==> src/rtl/osd_cmd_pkg.sv <==
package osd_cmd_pkg;

    localparam int BYTE_W = 8;
    localparam int CFG_W  = 10;
    localparam int N_CFG  = 6;
    localparam int ARG_W  = 4;
    localparam int CODE_W = 7;
    localparam int ATTR_W = 2;

    typedef enum logic [2:0] {
        CMD_ADDR = 3'd0,
        CMD_CHAR = 3'd1,
        CMD_VPOS = 3'd2,
        CMD_HPOS = 3'd3,
        CMD_CTL1 = 3'd4,
        CMD_CTL2 = 3'd5,
        CMD_CTL3 = 3'd6,
        CMD_CTL4 = 3'd7
    } cmd_e;

    typedef struct packed {
        logic             is_cmd;
        logic [2:0]       num;
        logic [ARG_W-1:0] arg;
    } ser_byte_t;

    typedef struct packed {
        logic [ATTR_W-1:0] attr;
        logic [CODE_W-1:0] code;
    } cell_t;

    localparam cell_t BLANK_CELL = '{attr: '0, code: 7'h7F};

    localparam int ERASE_ARG_BIT = 2;

    function automatic logic [2:0] cfg_index(input logic [2:0] num);
        return num - 3'd2;
    endfunction

endpackage

==> src/rtl/osd_ser_rx.sv <==
module osd_ser_rx
    import osd_cmd_pkg::*;
(
    input  logic              clk,
    input  logic              rst,
    input  logic              cs_n,
    input  logic              sclk,
    input  logic              sdi,
    output logic              byte_vld,
    output logic [BYTE_W-1:0] byte_q
);
    localparam int CNT_W = $clog2(BYTE_W);

    logic              sclk_q;
    logic [CNT_W-1:0]  bit_cnt;
    logic [BYTE_W-1:0] shreg;
    logic              rise;

    assign rise = sclk && !sclk_q && !cs_n;

    always_ff @(posedge clk) begin
        if (rst) begin
            sclk_q   <= 1'b0;
            bit_cnt  <= '0;
            shreg    <= '0;
            byte_vld <= 1'b0;
            byte_q   <= '0;
        end else begin
            sclk_q   <= sclk;
            byte_vld <= 1'b0;
            if (cs_n) begin
                bit_cnt <= '0;
            end else if (rise) begin
                shreg <= {shreg[BYTE_W-2:0], sdi};
                if (bit_cnt == CNT_W'(BYTE_W - 1)) begin
                    bit_cnt  <= '0;
                    byte_vld <= 1'b1;
                    byte_q   <= {shreg[BYTE_W-2:0], sdi};
                end else begin
                    bit_cnt <= bit_cnt + 1'b1;
                end
            end
        end
    end
endmodule

==> src/rtl/osd_cmd_fsm.sv <==
module osd_cmd_fsm
    import osd_cmd_pkg::*;
#(
    parameter int ROWS  = 12,
    parameter int COLS  = 24,
    parameter int ROW_W = $clog2(ROWS),
    parameter int COL_W = $clog2(COLS)
) (
    input  logic                        clk,
    input  logic                        rst,
    input  logic                        cs_n,
    input  logic                        byte_vld,
    input  logic [BYTE_W-1:0]           byte_q,
    input  logic                        clr_busy,
    output cmd_e                        cur_cmd,
    output logic                        locked,
    output logic [ROW_W-1:0]            row,
    output logic [COL_W-1:0]            col,
    output logic                        wr_en,
    output logic [ROW_W-1:0]            wr_row,
    output logic [COL_W-1:0]            wr_col,
    output cell_t                       wr_cell,
    output logic [N_CFG-1:0][CFG_W-1:0] cfg,
    output logic                        clr_start
);
    ser_byte_t         b;
    logic [ATTR_W-1:0] attr;

    assign b = ser_byte_t'(byte_q);

    function automatic logic [ROW_W-1:0] clamp_row(input logic [ARG_W-1:0] v);
        return (int'(v) >= ROWS) ? ROW_W'(ROWS - 1) : ROW_W'(v);
    endfunction

    function automatic logic [COL_W-1:0] clamp_col(input logic [4:0] v);
        return (int'(v) >= COLS) ? COL_W'(COLS - 1) : COL_W'(v);
    endfunction

    always_ff @(posedge clk) begin
        if (rst) begin
            cur_cmd   <= CMD_ADDR;
            locked    <= 1'b0;
            row       <= '0;
            col       <= '0;
            wr_en     <= 1'b0;
            wr_row    <= '0;
            wr_col    <= '0;
            wr_cell   <= '0;
            cfg       <= '0;
            attr      <= '0;
            clr_start <= 1'b0;
        end else begin
            wr_en     <= 1'b0;
            clr_start <= 1'b0;
            if (cs_n) begin
                cur_cmd <= CMD_ADDR;
                locked  <= 1'b0;
            end else if (byte_vld) begin
                if (b.is_cmd) begin
                    if (!locked) begin
                        cur_cmd <= cmd_e'(b.num);
                        case (cmd_e'(b.num))
                            CMD_ADDR: row <= clamp_row(b.arg);
                            CMD_CHAR: begin
                                locked <= 1'b1;
                                attr   <= b.arg[ATTR_W-1:0];
                            end
                            default: begin
                                cfg[cfg_index(b.num)][CFG_W-1:CFG_W-ARG_W] <= b.arg;
                                if (cmd_e'(b.num) == CMD_CTL1 && b.arg[ERASE_ARG_BIT] && !clr_busy)
                                    clr_start <= 1'b1;
                            end
                        endcase
                    end
                end else begin
                    case (cur_cmd)
                        CMD_ADDR: col <= clamp_col(byte_q[4:0]);
                        CMD_CHAR: begin
                            if (!clr_busy) begin
                                wr_en   <= 1'b1;
                                wr_row  <= row;
                                wr_col  <= col;
                                wr_cell <= '{attr: attr, code: byte_q[CODE_W-1:0]};
                                if (col == COL_W'(COLS - 1)) begin
                                    col <= '0;
                                    row <= (row == ROW_W'(ROWS - 1)) ? '0 : row + 1'b1;
                                end else begin
                                    col <= col + 1'b1;
                                end
                            end
                        end
                        default: cfg[cfg_index(cur_cmd)][CFG_W-ARG_W-1:0] <= byte_q[CFG_W-ARG_W-1:0];
                    endcase
                end
            end
        end
    end
endmodule

==> src/rtl/osd_ram_clear.sv <==
module osd_ram_clear #(
    parameter int ROWS           = 12,
    parameter int COLS           = 24,
    parameter int CLR_MIN_CYCLES = 13500,
    parameter int ROW_W          = $clog2(ROWS),
    parameter int COL_W          = $clog2(COLS)
) (
    input  logic             clk,
    input  logic             rst,
    input  logic             start,
    output logic             busy,
    output logic             wr_en,
    output logic [ROW_W-1:0] row,
    output logic [COL_W-1:0] col
);
    localparam int CELLS = ROWS * COLS;
    localparam int TOTAL = (CLR_MIN_CYCLES > CELLS) ? CLR_MIN_CYCLES : CELLS;
    localparam int CNT_W = $clog2(TOTAL + 1);

    logic [CNT_W-1:0] cnt;

    assign wr_en = busy && (cnt < CNT_W'(CELLS));

    always_ff @(posedge clk) begin
        if (rst) begin
            busy <= 1'b0;
            cnt  <= '0;
            row  <= '0;
            col  <= '0;
        end else if (start && !busy) begin
            busy <= 1'b1;
            cnt  <= '0;
            row  <= '0;
            col  <= '0;
        end else if (busy) begin
            cnt <= cnt + 1'b1;
            if (cnt == CNT_W'(TOTAL - 1))
                busy <= 1'b0;
            if (wr_en) begin
                if (col == COL_W'(COLS - 1)) begin
                    col <= '0;
                    row <= row + 1'b1;
                end else begin
                    col <= col + 1'b1;
                end
            end
        end
    end
endmodule

==> src/rtl/osd_cmd_if.sv <==
module osd_cmd_if
    import osd_cmd_pkg::*;
#(
    parameter int ROWS           = 12,
    parameter int COLS           = 24,
    parameter int CLR_MIN_CYCLES = 13500,
    parameter int ROW_W          = $clog2(ROWS),
    parameter int COL_W          = $clog2(COLS)
) (
    input  logic             clk,
    input  logic             rst,
    input  logic             cs_n,
    input  logic             sclk,
    input  logic             sdi,
    input  logic [3:0]       mode_pin,
    output logic             wr_en,
    output logic [ROW_W-1:0] wr_row,
    output logic [COL_W-1:0] wr_col,
    output logic [8:0]       wr_data,
    output logic [ROW_W-1:0] addr_row,
    output logic [COL_W-1:0] addr_col,
    output logic [9:0]       cfg_vpos,
    output logic [9:0]       cfg_hpos,
    output logic [9:0]       cfg_ctl1,
    output logic [9:0]       cfg_ctl2,
    output logic [9:0]       cfg_ctl3,
    output logic [9:0]       cfg_ctl4,
    output logic [3:0]       mode_eff,
    output logic             clr_busy
);
    logic                        byte_vld;
    logic [BYTE_W-1:0]           byte_q;
    cmd_e                        cur_cmd;
    logic                        locked;
    logic                        ser_wr;
    logic [ROW_W-1:0]            ser_row;
    logic [COL_W-1:0]            ser_col;
    cell_t                       ser_cell;
    logic [N_CFG-1:0][CFG_W-1:0] cfg;
    logic                        clr_start;
    logic                        clr_wr;
    logic [ROW_W-1:0]            clr_row;
    logic [COL_W-1:0]            clr_col;

    osd_ser_rx u_rx (
        .clk(clk), .rst(rst), .cs_n(cs_n), .sclk(sclk), .sdi(sdi),
        .byte_vld(byte_vld), .byte_q(byte_q)
    );

    osd_cmd_fsm #(.ROWS(ROWS), .COLS(COLS), .ROW_W(ROW_W), .COL_W(COL_W)) u_fsm (
        .clk(clk), .rst(rst), .cs_n(cs_n), .byte_vld(byte_vld), .byte_q(byte_q),
        .clr_busy(clr_busy), .cur_cmd(cur_cmd), .locked(locked),
        .row(addr_row), .col(addr_col), .wr_en(ser_wr), .wr_row(ser_row),
        .wr_col(ser_col), .wr_cell(ser_cell), .cfg(cfg), .clr_start(clr_start)
    );

    osd_ram_clear #(.ROWS(ROWS), .COLS(COLS), .CLR_MIN_CYCLES(CLR_MIN_CYCLES),
                    .ROW_W(ROW_W), .COL_W(COL_W)) u_clr (
        .clk(clk), .rst(rst), .start(clr_start), .busy(clr_busy),
        .wr_en(clr_wr), .row(clr_row), .col(clr_col)
    );

    always_comb begin
        if (clr_busy) begin
            wr_en   = clr_wr;
            wr_row  = clr_row;
            wr_col  = clr_col;
            wr_data = BLANK_CELL;
        end else begin
            wr_en   = ser_wr;
            wr_row  = ser_row;
            wr_col  = ser_col;
            wr_data = ser_cell;
        end
    end

    assign cfg_vpos = cfg[0];
    assign cfg_hpos = cfg[1];
    assign cfg_ctl1 = cfg[2];
    assign cfg_ctl2 = cfg[3];
    assign cfg_ctl3 = cfg[4];
    assign cfg_ctl4 = cfg[5];
    assign mode_eff = cfg_ctl3[9:6] | mode_pin;
endmodule

==> config.mk <==
export PLATFORM = sky130hd
export DESIGN_NAME = osd_cmd_if
export DESIGN_NICKNAME = d
export VERILOG_FILES = /design/src/rtl/osd_cmd_pkg.sv /design/src/rtl/osd_ser_rx.sv /design/src/rtl/osd_cmd_fsm.sv /design/src/rtl/osd_ram_clear.sv /design/src/rtl/osd_cmd_if.sv
export SDC_FILE = /design/constraint.sdc
export NUM_CORES = 1
export LEC_CHECK = 0
export BUFFER_PORTS_ARGS = -buffer_cell sky130_fd_sc_hd__buf_2
export CORE_MARGIN = 2
export CORE_UTILIZATION = 45
export DETAILED_ROUTE_END_ITERATION = 10
export PLACE_DENSITY = 0.66
export SYNTH_ARGS = -nofsm -noshare
export SYNTH_HDL_FRONTEND = slang
export SYNTH_SLANG_ARGS = --single-unit
==> constraint.sdc <==
create_clock -name clk -period 2.15 [get_ports clk]
set_clock_uncertainty 0.05 [all_clocks]
set_input_delay 0.215 -clock clk [delete_from_list [all_inputs] [get_ports clk]]
set_output_delay 0.215 -clock clk [all_outputs]
set_load 0.01 [all_outputs]
==> out/summary.txt, run 1 <==
Yosys top cell by area: dfxtp_1
via density per instance: 5.23
Nets: 752
CTS tree: built
die extent in x: 119 µm
die span in y: 119 µm
top post-synthesis cells by area: dfxtp_1 47%, mux2i_1 15%, nor2_1 7.2%
post-route setup TNS: 0 ns
Layout area overhead: 23.1%
commonest non-fill, non-tap cell in the layout: dfxtp_1
row count: 41
clk_lat worst skew: 0.42 ns
Max rail drop VDD: 0.540 mV
Arrival @ worst endpoint: 1.76 ns
mux contribution to synthesized area: 17.1%
max-slew violations: 0
post-route minimum period: 2.03 ns
top cell type's share of synthesized area: 47.0%
largest net degree at the start of global routing: 112
CP startpoint kind: flip-flop
I/O Pins: 102
total power: 5670 µW
drt drc: 0
RSZ-0062 raised after global routing: no
CTS H-tree depth: 4
commonest non-fill, non-tap cells in the layout: 139 x dfxtp_1, 114 x nor2_1, 100 x buf_2
I/O Buffers: 101
ys flop type: dfxtp_1
synth unique cells: 56
CTS max path bufs: 2
die area: 14100 µm²
DRT Wirelength: 14.1 mm
FF+latch area: 2780 µm²
first-pass GRT wire length: 22.8 mm
Rel. slew slack: 63.9%
Root Buffer: clkbuf_16
Final Hold Vio Count: 0
Setup CP Type: flip-flop to primary output
average wire per standard cell: 15.3 µm
Mapped Area: 5920 µm²
clk sinks: 139
Least-Margin Pin Slew: 0.539 ns
drt pass-1 iters: 5
total number of vias: 4816
Initial Utilization: 46.5%
post-CTS setup buffer count: 0
EDFF count, synth: 0
Filler cells: 1181
Peak Freq: 0.493 GHz
Routed Antenna Nets: 0
core area: 12700 µm²
Min-Delay Path Class: input pin to flip-flop
status: complete, no violations
XOR/XNOR Fraction of Synth Area: 1.92%
Syn Area/Cell: 9.34 µm²
DR iter-0 viols: 299
Setup crit end kind: primary output
post-synthesis simple-gate area fraction: 22.6%
area taken by multi-input logic gates: 2930 µm²
gr usage total: 20.2%
Post-DP HPWL: 9.78 mm
largest family of logic cells by synthesized area: simple AND/OR/NAND/NOR gates
setup violators final: 0
Max-Cap Viols: 0
Reg clk slew, reported paths: 0.06 ns
Num CTS Buffers: 17
vias in the first global route: 4532
Power Dens Cells: 777 nW/µm²
Seq cells post-synth: 139
Yosys Warn Count: 0
Synth Area in Compound Gates: 6.11%
sequential area share after synthesis: 47.0%
post-synth net total: 650
placed cells: 887
Synth Instances: 634
leakage power: 0.00315 µW
critical path fanouts, max: 5
fraction of layout cells with a size suffix above 1: 25.4%
number of diodes: 0
initial antenna violation count: 0
Final period util: 94.3%
Post-Layout Cell Count: 921
remaining global-route overflow: 0
adder-cell area share of the yosys netlist: 1.48%
Async SR Flop Fraction: 0%
WP data required: 1.88 ns
gp weighted congestion: 0.825
registers in the layout, summed over array words and instances (netlist names), 4 cells and up:
name,flops
u_clr.cnt,14
u_rx.shreg,7
u_rx.byte_q,8
u_fsm.cfg,60
u_fsm.wr_cell,9
u_fsm.row,4
u_fsm.col,5
u_fsm.wr_col,5
u_clr.row,4
u_fsm.wr_row,4
u_clr.col,5
cells in the mapped netlist (2+ instances only):
library cell and n:
dfxtp_1 139, nor2_1 114, mux2i_1 91, nand2_1 38, clkbuf_1 35, a21oi_1 34, nand3_1 17, o21ai_0 15
or2_2 13, nand4_1 10, mux2_2 9, nand2b_1 9, inv_1 8, nor3_1 8, ha_1 7, or3_1 7
xnor2_1 7, xor2_1 6, and2_1 5, nor4_1 5, buf_2 4, nand4b_1 4, nor2b_1 4, nor3b_1 3
a211oi_1 2, and3_1 2, and4_1 2, buf_1 2, buf_6 2, nor3b_2 2, nor4b_4 2, o2111ai_1 2
or3b_2 2, or4_1 2
critical path: stages (launching register included):
cell and delay (ns):
dfxtp_1 0.38, nor4b_4 0.39, nand3_1 0.25, o21ai_0 0.16, buf_2 0.16
cells by family (layout without fill, tap and decap cells):
family / count (synthesis) / after routing
multiplexers: 100 / 100
AND/OR/NAND/NOR: 260 / 260
adder cells (fa/ha/maj): 7 / 7
buffers and inverters: 52 / 167
AO/OA/AOI/OAI: 63 / 63
flip-flops: 139 / 139
XOR/XNOR: 13 / 13
routing by layer:
metal  vias up  GRT usage (%)  wire length (µm)
met5         -              0                 0
met4         0           8.48               280
met3        26           5.31               628
met2       115           33.3              7080
met1      2291           24.9              6140
li1       2384              -                 -
layout make-up:
class	count	share of cell area [%]
clock buffers	22	6.50
repair buffers	127	9.88
multi-input cells	443	40.2
clock inverters	10	1.90
flip-flops and latches	139	38.2
well taps	172	2.95
inverters	8	0.412
power by group:
part	switching [µW]	leakage (µW)	total (µW)	internal (µW)
clock	1080	0.000300	3000	1920
sequential	1.91	0.00112	2580	2580
combinational	58.3	0.00173	88.6	30.3
total	1140	0.00315	5670	4530
metrics by stage:
step | hold slack (ns) | setup WS [ns] | instance area (µm²) | util, %
detailed placement | 0.397 | 0.271 | 6650 | 52.3
floorplan | 0.293 | 0.316 | 5920 | -
CTS | 0.167 | 0.0490 | 7290 | 57.3
finish | 0.172 | 0.123 | 7290 | 57.3
global placement | 0.394 | 0.322 | 6650 | 52.3
global route | 0.180 | 0.0530 | 7290 | 57.3
repair_timing:
action	in CTS	in global routing
endpoints found under the setup margin	0	1
hold endpoints to repair	2	0
hold buffers	2	0
resized for setup	0	1
path summary, 6_finish.rpt:
| path | startpoint | to | slack [ns] | cells after the start |
|---|---|---|---|---|
| hold reg to reg | u_fsm.cfg[21] | u_fsm.cfg[21] | 0.41 | 2 |
| setup reg to reg | u_fsm.cur_cmd[1] | u_fsm.row[2] | 0.21 | 4 |
| setup / recovery | u_clr.cnt[10] | wr_en | 0.12 | 4 |
| hold / removal | rst | u_fsm.locked | 0.17 | 3 |
Power figures use the tool's default switching activity.
==> inputs of run 2 (changes only) <==
--- a/config.mk
+++ b/config.mk
@@ -10,6 +10,7 @@
 export CORE_UTILIZATION = 45
 export DETAILED_ROUTE_END_ITERATION = 10
 export PLACE_DENSITY = 0.66
+export REMOVE_ABC_BUFFERS = 1
 export SYNTH_ARGS = -nofsm -noshare
 export SYNTH_HDL_FRONTEND = slang
 export SYNTH_SLANG_ARGS = --single-unit
==> run 2 against run 1 <==
Effect of this change: via count is 0.25% lower; setup slack improved by 0.0072 ns; cell count rose by 0.33%; flip-flop and latch count unchanged; critical path type unchanged; non-clock buffer count grew 3; highest routed layer unchanged; combinational power shrank 2%; global-route usage up 0.44 points; first-iteration DRC count is 15% lower.
==> out/summary.txt, run 2 (same netlist as run 1, synthesis figures left out) <==
largest net degree at the start of global routing: 106 (-5.4%)
Setup crit end kind: primary output
vias in the first global route: 4707 (+3.9%)
core area: 12700 µm² (unchanged)
DR iter-0 viols: 254 (-15%)
gp weighted congestion: 0.818 (-0.81%)
Rel. slew slack: 57.0% (-6.9 points)
via density per instance: 5.20 (-0.57%)
number of diodes: 0 (unchanged)
max-slew violations: 0 (unchanged)
I/O Buffers: 101 (unchanged)
gr usage total: 20.6% (+0.44 points)
CTS H-tree depth: 4 (unchanged)
die area: 14100 µm² (unchanged)
Initial Utilization: 46.5% (unchanged)
die span in y: 119 µm (unchanged)
Clock Power Share: 52.4% (-0.5 points)
CTS max path bufs: 2 (unchanged)
fraction of layout cells with a size suffix above 1: 25.3% (-0.10 points)
critical path startpoint: u_clr.cnt[5]
combinational power share: 1.6% (about the same)
Routed Antenna Nets: 0 (unchanged)
post-CTS setup buffer count: 0 (unchanged)
drt drc: 0 (unchanged)
Num CTS Buffers: 17 (unchanged)
Top reg by flops: u_fsm.cfg
Post-DP HPWL: 9.78 mm (about the same)
DRT Wirelength: 14.0 mm (-1.1%)
Reg2Reg Launch Point: u_fsm.cur_cmd[1]
Sw Ratio: 19.3% (-0.79 points)
internal cell power: 4520 µW (-0.13%)
leakage power: 0.00316 µW (+0.22%)
Max-Cap Viols: 0 (unchanged)
initial antenna violation count: 0 (unchanged)
max reg flops: 60 (unchanged)
commonest non-fill, non-tap cells in the layout: 139 x dfxtp_1, 114 x nor2_1, 100 x buf_2
CP startpoint kind: flip-flop
commonest non-fill, non-tap cell in the layout: dfxtp_1
remaining global-route overflow: 0 (unchanged)
die extent in x: 119 µm (unchanged)
Layout area overhead: 23.1% (about the same)
I/O Pins: 102 (unchanged)
Least-Margin Pin Slew: 0.643 ns (+0.104 ns)
post-route setup TNS: 0 ns (unchanged)
Largest regs: u_fsm.cfg: 60 flops, u_clr.cnt: 14 flops, u_fsm.wr_cell: 9 flops
Final Hold Vio Count: 0 (unchanged)
Max rail drop VDD: 0.691 mV (+28%)
WP data required: 1.88 ns (about the same)
Psw: 1080 µW (-5.0%)
critical path fanouts, max: 5 (unchanged)
Final period util: 93.9% (-0.33 points)
drt pass-1 iters: 4 (-1)
row count: 41 (unchanged)
Nets: 755 (+0.40%)
Power Dens Cells: 768 nW/µm² (-1.1%)
Reg clk slew, reported paths: 0.05 ns (about the same)
Arrival @ worst endpoint: 1.75 ns (about the same)
Peak Freq: 0.495 GHz (+0.36%)
average wire per standard cell: 15.1 µm (-1.4%)
post-route minimum period: 2.02 ns (-0.00718 ns)
status: complete, no violations
min-delay src: sdi
setup violators final: 0 (unchanged)
clk_lat worst skew: 0.41 ns (about the same)
total power: 5600 µW (-1.1%)
CTS tree: built
Setup CP Type: flip-flop to primary output
clk sinks: 139 (unchanged)
total number of vias: 4804 (-0.25%)
RSZ-0062 raised after global routing: no
Root Buffer: clkbuf_16
Seq pwr share: 46.1% (+0.5 points)
Min-Delay Path Class: input pin to flip-flop
first-pass GRT wire length: 23.3 mm (+2.5%)
## run 2: through the flow
stage | setup slack, ns | utilization (%) | cells | cell area [µm²] | hold slack, ns
floorplan | -0.406 | - | 590 | 5730 | 0.234
finish | 0.130 | 57.3 | 924 | 7290 | 0.0261
CTS | 0.131 | 57.3 | 924 | 7290 | 0.0172
global placement | 0.356 | 52.5 | 891 | 6680 | 0.395
detailed placement | 0.291 | 52.5 | 891 | 6680 | 0.401
global route | 0.0192 | 57.3 | 924 | 7290 | 0.0274
## run 2: area by class of cell
| class | instances | area [µm²] |
|---|---|---|
| clock buffer | 25 | 485 |
| multi-input combinational | 443 | 2920 |
| timing repair buffer | 130 | 741 |
| inverter | 8 | 30.0 |
| fill | 1184 | 5430 |
| clock inverter | 7 | 113 |
| sequential | 139 | 2780 |
| tap | 172 | 215 |
## run 2: critical path: stages (launching register included)
cell and delay [ns]:
dfxtp_1 0.34, o31ai_2 0.41, nand3_1 0.15, buf_4 0.18, o21ai_0 0.09, buf_2 0.17
## run 2: worst paths after layout
kind | endpoint | slack, ns | cells after the start
hold / removal | u_rx.shreg[0] | 0.03 | 3
hold reg to reg | u_fsm.cfg[23] | 0.41 | 2
setup reg to reg | u_fsm.row[2] | 0.28 | 4
setup / recovery | wr_en | 0.13 | 5
## run 2: power groups by stage
stage	Combinational, µW	Clock (µW)	Sequential (µW)
6_report	87.0	2930	2580
3_3_place_gp	84.7	0	2640
4_1_cts	88.2	3000	2580
3_5_place_dp	86.8	0	2640
5_1_grt	95.2	3100	2580
2_1_floorplan	29.3	0	2640
## run 2: what timing repair did
item | CTS | global route
hold endpoints to repair | 1 | 0
endpoints found under the setup margin | 1 | 0
resized for setup | 1 | 0
hold buffers | 1 | 0
## run 2: routing by layer
metal | wire length [µm] | global-route usage (%) | vias up | part of all wire (%)
met5 | 0 | 0 | - | 0
met4 | 172 | 7.07 | 0 | 1.2
met3 | 759 | 6.32 | 14 | 5.4
met2 | 6900 | 34.8 | 113 | 49
met1 | 6140 | 24.9 | 2285 | 44
li1 | - | - | 2392 | -
==> inputs of run 3 (changes only) <==
--- a/config.mk
+++ b/config.mk
@@ -7,9 +7,9 @@
 export LEC_CHECK = 0
 export BUFFER_PORTS_ARGS = -buffer_cell sky130_fd_sc_hd__buf_2
 export CORE_MARGIN = 2
-export CORE_UTILIZATION = 45
+export CORE_UTILIZATION = 56
 export DETAILED_ROUTE_END_ITERATION = 10
-export PLACE_DENSITY = 0.66
+export PLACE_DENSITY = 0.8
 export REMOVE_ABC_BUFFERS = 1
 export SYNTH_ARGS = -nofsm -noshare
 export SYNTH_HDL_FRONTEND = slang
==> run 3 against run 2 <==
Effect of this change: first-iteration DRC count is 5.1% higher; critical endpoint unchanged; combinational power is 3.8% higher; clock power is 3% higher.
==> out/summary.txt, run 3 (same netlist as run 1, synthesis figures left out) <==
FF+latch area: 2790 µm² (+0.13%)
first-pass GRT wire length: 23.2 mm (-0.62%)
final instance area: 7290 µm² (about the same)
row count: 37 (-9.8%)
Arrival @ worst endpoint: 1.84 ns (+0.09 ns)
clk sinks: 139 (unchanged)
Least-Margin Pin Slew: 0.654 ns (+0.0113 ns)
Worst Slack Setup Final: 0.0467 ns (-0.0834 ns)
Filler cells: 767 (-35%)
crit-path cells: nor4b_4 -> nand3_2 -> buf_4 -> o21ai_0 -> buf_2
area taken by multi-input logic gates: 2940 µm² (+0.56%)
Reg clk slew, reported paths: 0.06 ns (about the same)
gr usage total: 25.8% (+5.2 points)
Final Hold Vio Count: 0 (unchanged)
max reg flops: 60 (unchanged)
Layout area overhead: 23.1% (about the same)
Setup crit end kind: primary output
die extent in x: 107 µm (-10%)
number of diodes: 0 (unchanged)
Post-DP HPWL: 9.46 mm (-3.2%)
die area: 11400 µm² (-19%)
setup violators final: 0 (unchanged)
via density per instance: 5.63 (+8.2%)
max-slew violations: 0 (unchanged)
Num CTS Buffers: 17 (unchanged)
WP data required: 1.88 ns (about the same)
status: complete, no violations
Routed Antenna Nets: 0 (unchanged)
Buffers & Inverters on Critical Path: 2 (unchanged)
Top reg by flops: u_fsm.cfg
I/O Pins: 102 (unchanged)
commonest non-fill, non-tap cells in the layout: 136 x dfxtp_1, 113 x nor2_1, 100 x buf_2
commonest non-fill, non-tap cell in the layout: dfxtp_1
Max rail drop VDD: 0.524 mV (-24%)
DR iter-0 viols: 267 (+5.1%)
largest net degree at the start of global routing: 99 (-6.6%)
initial antenna violation count: 0 (unchanged)
I/O Buffers: 101 (unchanged)
Min-Delay Path Class: input pin to flip-flop
Final period util: 97.8% (+3.9 points)
clk_lat worst skew: 0.53 ns (+0.12 ns)
vias in the first global route: 4763 (+1.2%)
Max-Cap Viols: 0 (unchanged)
Nets: 754 (-0.13%)
fraction of layout cells with a size suffix above 1: 26.0% (+0.73 points)
DRT Wirelength: 14.6 mm (+4.3%)
drt drc: 0 (unchanged)
Worst path depth: 5 (unchanged)
Initial Utilization: 57.6% (+11 points)
CP max-delay cell: nor4b_4
worst slack, placed: 0.266 ns (-0.0244 ns)
Reg2Reg Depth: 4 (unchanged)
max incr delay on CP: 0.41 ns (about the same)
Placed Area: 6590 µm² (-1.3%)
Root Buffer: clkbuf_8
critical path fanouts, max: 4 (-1)
total number of vias: 4985 (+3.8%)
Rel. slew slack: 56.2% (-0.83 points)
Largest regs: u_fsm.cfg: 60 flops, u_clr.cnt: 14 flops, u_fsm.wr_cell: 9 flops
remaining global-route overflow: 0 (unchanged)
Power Dens Cells: 780 nW/µm² (+1.5%)
CP startpoint kind: flip-flop
CTS tree: built
core area: 10300 µm² (-19%)
CTS H-tree depth: 4 (unchanged)
gp weighted congestion: 0.821 (+0.40%)
average wire per standard cell: 16.5 µm (+8.8%)
Hold Path Stages: 3 (unchanged)
Setup CP Type: flip-flop to primary output
die span in y: 107 µm (-10%)
drt pass-1 iters: 5 (+1)
leakage power: 0.00316 µW (-0.18%)
CTS max path bufs: 2 (unchanged)
post-route minimum period: 2.10 ns (+0.0834 ns)
Worst path top cell family by delay: simple AND/OR/NAND/NOR gates
Peak Freq: 0.475 GHz (-4.0%)
[run 3: cell types whose count changed in the layout (fill, tap and decap cells not counted), moves of 2 or more]
cell / delta
dfxtp_1: -3
dlygate4sd3_1: +2
buf_4: -4
dfxtp_2: +3
clkinvlp_4: +3
clkbuf_1: -4
[run 3: worst register-to-register path, cell delays in order, from the launching register on]
cell,delay (ns)
dfxtp_1,0.37
or4b_4,0.60
o31ai_2,0.39
and2_1,0.26
mux2i_1,0.19
[run 3: through the flow]
stage	hold WS (ns)	instances	total power [µW]	utilization (%)	setup TNS [ns]
finish	0.143	886	5690	71.0	0
global route	0.138	886	5820	71.0	-0.0345
CTS	0.130	882	5710	70.5	0
detailed placement	0.398	848	2720	64.1	0
global placement	0.400	848	2720	64.1	0
floorplan	0.234	590	2670	-	-7.54
[run 3: path summary, 6_finish.rpt]
kind               startpoint             to  slack (ns)
max             u_clr.cnt[12]          wr_en        0.05
max reg2reg  u_fsm.cur_cmd[1]   u_fsm.row[2]        0.23
min reg2reg     u_fsm.cfg[25]  u_fsm.cfg[25]        0.41
min                      cs_n    u_fsm.wr_en        0.14
[run 3: final cells by class]
class,instances,share of cell area [%]
flip-flops and latches,139,38.2
clock inverters,11,2.32
inverters,8,0.412
repair buffers,129,10.3
multi-input cells,443,40.3
well taps,136,2.33
clock buffers,20,6.11
[run 3: repair_timing]
action	CTS	global route
hold buffers	3	0
resized for setup	1	6
setup endpoints to repair	1	1
pin swaps	1	3
endpoints found under the hold margin	10	0
buffers inserted	0	4
[run 3: per-layer routing]
metal	GRT usage, %	vias to the layer above	wire length, µm
met5	0	-	0
li1	-	2394	-
met1	31.2	2369	5890
met3	6.44	41	884
met2	42.8	181	7400
met4	12.7	0	416
[run 3: report_power, final]
part / internal (µW) / switching [µW] / total [µW]
clock network: 1940 / 1080 / 3020
logic: 31.5 / 58.9 / 90.3
registers: 2580 / 2.14 / 2580
